==> src/rtl/audio_serial_fmt.sv <==
module audio_serial_fmt (
  input  logic        clk,
  input  logic        rst_n,
  input  logic        frame_stb,
  input  logic [27:0] left_in,
  input  logic [27:0] right_in,
  input  logic [2:0]  fmt_sel,
  input  logic        pll_locked,
  input  logic        unlock_mute,
  input  logic        force_thru,
  input  logic        mute,
  input  logic        thru_in,
  output logic        bclk,
  output logic        wclk,
  output logic        sdata
);
  localparam logic [1:0] SRC_RX = 2'd0, SRC_THRU = 2'd1, SRC_MUTE = 2'd2;

  logic [6:0]  cnt;
  logic [27:0] hold_l, hold_r, act_l, act_r;
  logic [2:0]  act_fmt;
  logic [1:0]  act_src, src_next;
  logic        bp, valid, nrz;
  logic [4:0]  k;

  wire        frame_end = (cnt == 7'd127);
  wire [4:0]  pos       = cnt[5:1];
  wire [27:0] word      = cnt[6] ? act_r : act_l;
  wire        i2s       = (act_fmt == 3'b001) || (act_fmt == 3'b110);

  assign src_next = mute ? SRC_MUTE :
                    force_thru ? SRC_THRU :
                    !pll_locked ? (unlock_mute ? SRC_MUTE : SRC_THRU) : SRC_RX;

  always_comb begin
    valid = 1'b0;
    k     = pos;
    unique case (act_fmt)
      3'b000, 3'b101: valid = (pos < 5'd24);
      3'b001: begin valid = (pos >= 5'd1) && (pos <= 5'd24); k = pos - 5'd1; end
      3'b110: begin valid = (pos >= 5'd1) && (pos <= 5'd28); k = pos - 5'd1; end
      3'b010: begin valid = (pos >= 5'd8);  k = pos - 5'd8;  end
      3'b011: begin valid = (pos >= 5'd12); k = pos - 5'd12; end
      3'b100: begin valid = (pos >= 5'd16); k = pos - 5'd16; end
      3'b111: begin valid = (pos < 5'd28);  k = 5'd27 - pos; end
      default: valid = 1'b0;
    endcase
    nrz = valid && word[5'd27 - k];
  end

  always_ff @(posedge clk or negedge rst_n) begin
    if (!rst_n) begin
      cnt     <= '0;
      hold_l  <= '0;
      hold_r  <= '0;
      act_l   <= '0;
      act_r   <= '0;
      act_fmt <= 3'b000;
      act_src <= SRC_MUTE;
      bp      <= 1'b0;
    end else begin
      cnt <= cnt + 7'd1;
      if (frame_stb) begin
        hold_l <= left_in;
        hold_r <= right_in;
      end
      if (frame_end) begin
        act_l   <= hold_l;
        act_r   <= hold_r;
        act_fmt <= fmt_sel;
        act_src <= src_next;
      end
      if (cnt[0])
        bp <= ~bp;
      else if (act_fmt == 3'b101 && nrz)
        bp <= ~bp;
    end
  end

  assign bclk  = cnt[0];
  assign wclk  = i2s ? cnt[6] : ~cnt[6];
  assign sdata = (act_src == SRC_MUTE) ? 1'b0 :
                 (act_src == SRC_THRU) ? thru_in :
                 (act_fmt == 3'b101)   ? bp : nrz;


  wclk_edge_chk: assert property (@(posedge clk) disable iff (!rst_n)
    (cnt != 7'd0 && cnt != 7'd64) |-> $stable(wclk));


  fmt_hold_chk: assert property (@(posedge clk) disable iff (!rst_n)
    (cnt != 7'd0) |-> ($stable(act_fmt) && $stable(act_src)));


  mute_wins_chk: assert property (@(posedge clk) disable iff (!rst_n)
    (frame_end && mute) |=> (sdata == 1'b0));


  force_thru_chk: assert property (@(posedge clk) disable iff (!rst_n)
    (frame_end && !mute && force_thru) |=> (sdata == thru_in));


  biphase_cell_chk: assert property (@(posedge clk) disable iff (!rst_n)
    (act_fmt == 3'b101 && act_src == SRC_RX && !cnt[0] && cnt != 7'd0)
      |-> (sdata != $past(sdata)));
endmodule

==> config.mk <==
export PLATFORM = sky130hd
export DESIGN_NAME = audio_serial_fmt
export DESIGN_NICKNAME = d
export VERILOG_FILES = /design/src/rtl/audio_serial_fmt.sv
export SDC_FILE = /design/constraint.sdc
export NUM_CORES = 1
export LEC_CHECK = 0
export ABC_AREA = 0
export BUFFER_PORTS_ARGS = -buffer_cell sky130_fd_sc_hd__buf_4
export CORE_AREA = 2 2 103 105
export CTS_BUF_LIST = sky130_fd_sc_hd__clkbuf_8
export CTS_CLUSTER_DIAMETER = 150
export CTS_CLUSTER_SIZE = 28
export DETAILED_ROUTE_END_ITERATION = 8
export DIE_AREA = 0 0 105 107
export GPL_TIMING_DRIVEN = 0
export PLACE_DENSITY = 0.82
export SKIP_LAST_GASP = 1
export SYNTH_ARGS = -nofsm -noshare
export SYNTH_HDL_FRONTEND = slang
export SYNTH_SLANG_ARGS = --single-unit
==> constraint.sdc <==
create_clock -name clk -period 6.8 [get_ports clk]
set_input_delay 0.34 -clock clk [delete_from_list [all_inputs] [get_ports clk]]
set_output_delay 0.34 -clock clk [all_outputs]
set_load 0.01 [all_outputs]
## Word level (Yosys, flattened, before mapping)

Index checks and enable logic that the tools add are counted.

- Register bits: 125
- Bits in latches: 0
- Memory bits (writable): 0
- Bits in read-only memories: 0
- Input bits: 67
- Output and inout bits: 3
- Logic and storage cells: 60
- Memories kept: 0

- Add/sub/neg operators: 7
- $mul: 0
- Div/mod/pow operators: 0
- $lt $le $gt $ge: 9
- Equality and inequality tests: 10
- Shifts and indexed selects: 0
- Mux-type cells: 15
- Bitwise operators: 2
- Reductions and logical operators: 9

Operators with widths:

| cell | number |
|---|---|
| two-way mux 28 bit | 1 |
| case mux 5 bit (5 select lines) | 1 |
| == test 3 bit, second input constant | 4 |
| >= comparator 5 x 4 -> 1 bit, second input constant | 2 |
| <= comparator 5 bit, second input constant | 2 |
| < comparator 5 bit, second input constant | 2 |
| subtractor 5 x 4 -> 5 bit, second input constant | 2 |
| subtractor 5 bit, first input constant | 2 |
| two-way mux 2 bit | 4 |
| adder 7 x 1 -> 7 bit, second input constant | 1 |
| == test 7 bit, second input constant | 1 |
| two-way mux 1 bit | 7 |
| case mux 1 bit (7 select lines) | 1 |
| == test 3 x 2 -> 1 bit, second input constant | 2 |
| < comparator 5 x 6 -> 1 bit, second input constant | 1 |
| binary-select mux 1 bit (select 5 bit) | 1 |
| >= comparator 5 x 1 -> 1 bit, second input constant | 1 |
| >= comparator 5 bit, second input constant | 1 |
| subtractor 5 x 1 -> 5 bit, second input constant | 1 |
| subtractor 5 bit, second input constant | 1 |
| logical AND 1 bit | 4 |
| OR reduction 2 bit | 2 |
| == test 3 x 1 -> 1 bit, second input constant | 1 |
| logical NOT 3 bit | 1 |
| 5 further kinds | 6 |

## Depth between registers and ports, before layout

- Depth after elaboration: 10
- Depth in mapped cells: 13
- Depth with buffers taken out: 12

## Worst setup path after synthesis

Ideal clock, no wire load.

- Path type: reg2out
- From: register cnt[3]
- To: output sdata
- Arrival time: 3.010 ns
- Data required time: 6.460 ns
- Path slack: 3.450 ns
- Cell stages (with the launch flop): 13
- Buffers on the path: 1
- Cell sequence: dfrtp_1 clkbuf_1 nor3_1 o21ai_0 a21oi_1 o21ai_0 a21oi_1 ha_1 a311o_1 or4_1 a41o_1 a21oi_1 a31o_1

- Cells in the longest elaborated chain, start to end: 9
- Elaborated cells on any way between the ends: 24
- Those cells by class: add/sub: 6; order compare: 8; mux: 7; reduce/logical: 3

Ends and longest elaborated chain:

| what | line | text |
|---|---|---|
| start, declared | 19 | `logic [6:0] cnt;` |
| start signal, assigned | 62 | `cnt <= cnt + 7'd1;` |
| subtractor 5 bit (tied with other cells) | 45 | `3'b111: begin valid = (pos < 5'd28); k = 5'd27 - pos; end` |
| case mux 5 bit (5 select lines) | 38 | `unique case (act_fmt)` |
| subtractor 5 bit | 48 | `nrz = valid && word[5'd27 - k];` |
| binary-select mux 1 bit (select 5 bit) | 48 |  |
| two-way mux 1 bit (not written as such) | 48 |  |
| logical AND 1 bit (*) | 48 |  |
| two-way mux 1 bit (*) | 84 | `(act_fmt == 3'b101) ? bp : nrz;` |
| two-way mux 1 bit (*) | 83 | `(act_src == SRC_THRU) ? thru_in :` |
| two-way mux 1 bit (*) | 82 | `assign sdata = (act_src == SRC_MUTE) ? 1'b0 :` |
| end, declared | 15 | `output logic sdata` |

Mark *: on every way between the ends. The rest lies on a longest branch, timed or not. The select of a mux whose other input is x is not followed.

## Final worst setup path

Ends and elaborated chain as after synthesis.

==> key figures <==
Run status
  • Status: finished clean

Clock tree
  • Sink Count: approximately 130
  • Number of buffers created by CTS: 17
  • Bufs on Longest Clock Path: 2
  • CTS tree: done
  • Worst-path clk slew: roughly 70 ps
  • Clock insertion delay at the later pin of the skew report: 440 ps
  • Root Buffer: clkbuf_8
  • H-tree depth: 4
  • Post-CTS Setup Bufs: 0

Global route
  • First-pass GRT wire length: between 20000 and 25000 µm
  • Antenna violations before repair: 0
  • Number of global-route vias before repair: around 4300
  • Pin count of the biggest net entering global routing: ~100
  • Tot GR Track Use: 0.253
  • GRT overflow: 0

Setup path
  • Data arrival, critical path: approximately 4200 ps
  • CP max stage delay: between 600 and 700 ps
  • Critical path class: register to primary output
  • Crit path from: cnt[3]
  • Worst Setup Start Kind: register
  • Crit-path max FO: 10
  • Most used cell, CP: a21oi_1
  • Cell Chain, Critical Path: clkbuf_1 -> nor3_1 -> o21ai_0 -> a21oi_1 -> o21ai_0 -> a21oi_1 -> ha_1 -> a311o_1 -> or4_1 -> a41o_1 -> a21oi_1 -> a31o_1 -> buf_4
  • Worst r2r src: cnt[3]
  • CP Capture Type: primary output
  • Worst path required time: 6460 ps
  • CP max-delay cell: nor3_1

Yosys
  • Top cells by area, synth: dfrtp_1, mux2_2, ha_1, mux2i_1, a2111oi_0
  • Post-synth ARST share: 1.00
  • Top-area cell type share of the netlist area: 0.518
  • Yosys warning count: 0
  • Average cell area after synthesis: 12.8 µm²
  • Synth cell types: 58
  • Mapped Nets: approximately 550
  • Top_reg_cell synth: dfrtp_1
  • Sequential area share after synthesis: 0.522
  • Cells after synthesis: ~470
  • EDFF count, synth: 0
  • Post-Syn Area: 6000 µm²
  • Post-synth top cells: dfrtp_1, mux2_2, nand2_1
  • Flops & latches, synth: roughly 130
  • Post-synth top area cell: dfrtp_1
  • Most common cell in the netlist: dfrtp_1

Drt
  • Wire length on met1: between 5000 and 6000 µm
  • Routed wire per std cell: ~18 µm
  • Pre-Repair DR Iteration Count: 4
  • Routed wl met2: 6690 µm
  • DRT antenna net count: 0
  • DRC: 0
  • DR iter-0 viols: 300
  • Via/cell ratio: roughly 5.8
  • Metal3 WL: between 600 and 700 µm
  • Top sig layer: met4
  • Vias: between 4000 and 5000
  • Routed WL: roughly 13000 µm

Job
  • Maximum capacitance violations: 0

Power and ir drop
  • P per Cell Area: approximately 230 nW/µm²
  • Maximum vdd ir drop: about 0.21 mV
  • Pleak: ~3.4 nW

STA
  • Final Critical Period: 4520 ps
  • Worst slew pin tran: about 750 ps
  • Final hold violation count: 0
  • Setup-failing EPs final: 0
  • Max Slew Vio Count: 0
  • Tcrit/Tclk final: 0.664
  • F_max: between 200 and 250 MHz
  • Worst Clk Skew: 6.70 ps
  • Relative slew slack: 0.498
  • WHS: between 70 and 80 ps
  • RSZ-0062 raised after global routing: no
  • Final setup TNS: 0 ps

Floorplanning
  • Die area: between 10000 and 15000 µm²
  • Die Span X: 105 µm
  • I/O Pins: 70
  • Initial Util: 0.594
  • Core box area: around 10000 µm²
  • Die height: 107 µm
  • Row count: 37

Hold path
  • Min-delay src: mute
  • Worst hold path class: primary input to register

Finish
  • Layout area overhead: 19.2%
  • N_diodes: 0
  • Final Instance Area: 7150 µm²
  • Layout cells sized above 1: 0.407
  • Final net count: approximately 640

Placement
  • Placer congestion estimate: ~1
  • IO Port Bufs: just under 70
  • DP Wirelength: just over 9000 µm
  • Area post-placement: roughly 6700 µm²
==> routing by layer <==
layer	track usage	up-vias
li1	-	1898
met1	0.308	2043
met2	0.435	136
met3	0.0620	30
met4	0.100	0
met5	0	-
==> placed cells by master (no fill, tap or decap), types with 9 or more instances in the layout <==
| cell | count |
|---|---|
| a21oi_1 | 13 |
| and3_1 | 9 |
| inv_1 | 14 |
| nand2_1 | 18 |
| buf_4 | 69 |
| mux2i_1 | 16 |
| clkbuf_1 | 16 |
| ha_1 | 13 |
| nor2_1 | 15 |
| dfrtp_1 | 124 |
| mux2_2 | 115 |
| o21ai_0 | 11 |
| clkbuf_8 | 17 |
==> stage by stage <==
step | utilization | cells | worst slack [ps] | power [mW]
finish | 0.708 | 706 | 2280 | 1.66
global route | 0.708 | 706 | 1960 | 1.72
CTS | 0.708 | 706 | 2310 | 1.67
detailed placement | 0.665 | 673 | 2810 | 0.974
global placement | 0.662 | 672 | 2870 | 0.964
floorplan | - | 468 | 3450 | 0.898
==> worst max-delay path, delay by kind of cell (launching register included) <==
kind / cells / cell delay [ps]
flip-flops: 1 / 430
adder cells (fa/ha/maj): 1 / 340
buffers and inverters: 2 / 360
AND/OR/NAND/NOR: 2 / 1090
AO/OA/AOI/OAI: 8 / 1510
==> cell type report <==
class | instances | area, µm²
flip-flops and latches | 125 | 3130
fillers | 720 | 2940
multi-input cells | 302 | 2690
repair buffers | 70 | 552
clock buffers | 17 | 234
clock inverters | 15 | 198
well taps | 136 | 170
plain buffers | 28 | 126
inverters | 13 | 48.8
==> state kept, by name, summed over array words and instances (netlist names) <==
signal   flops
act_l       28
act_r       28
hold_l      28
hold_r      28
cnt          7
act_fmt      3
act_src      2
bp           1
==> kinds of logic after synthesis <==
kind of cell / synth area share
multiplexers: 0.254
flip-flops: 0.522
AND/OR/NAND/NOR: 0.0728
AO/OA/AOI/OAI: 0.0818
buffers and inverters: 0.0292
adder cells (fa/ha/maj): 0.0271
XOR/XNOR: 0.0131
==> what timing repair did <==
| action | CTS | global route |
|---|---|---|
| hold buffers | 1 | 0 |
| gates resized for setup | 0 | 0 |
| endpoints found under the hold margin | 22 | 0 |
==> final timing paths <==
path,cells past startpoint,slack (ps),to
hold / removal,2,70,act_src[0]
min in group asynchronous,2,320,act_l[22]
hold reg to reg,1,500,act_r[25]
max in group asynchronous,3,5730,hold_l[11]
setup reg to reg,12,3000,bp
setup / recovery,13,2280,sdata
==> power breakdown <==
part / internal, mW / switching, mW / leakage (nW)
clock network: 0.398 / 0.298 / 0.205
logic: 0.0838 / 0.0757 / 1.56
registers: 0.780 / 0.0215 / 1.59
total: 1.26 / 0.395 / 3.35
Note: power is estimated with default switching activity, not from simulation.
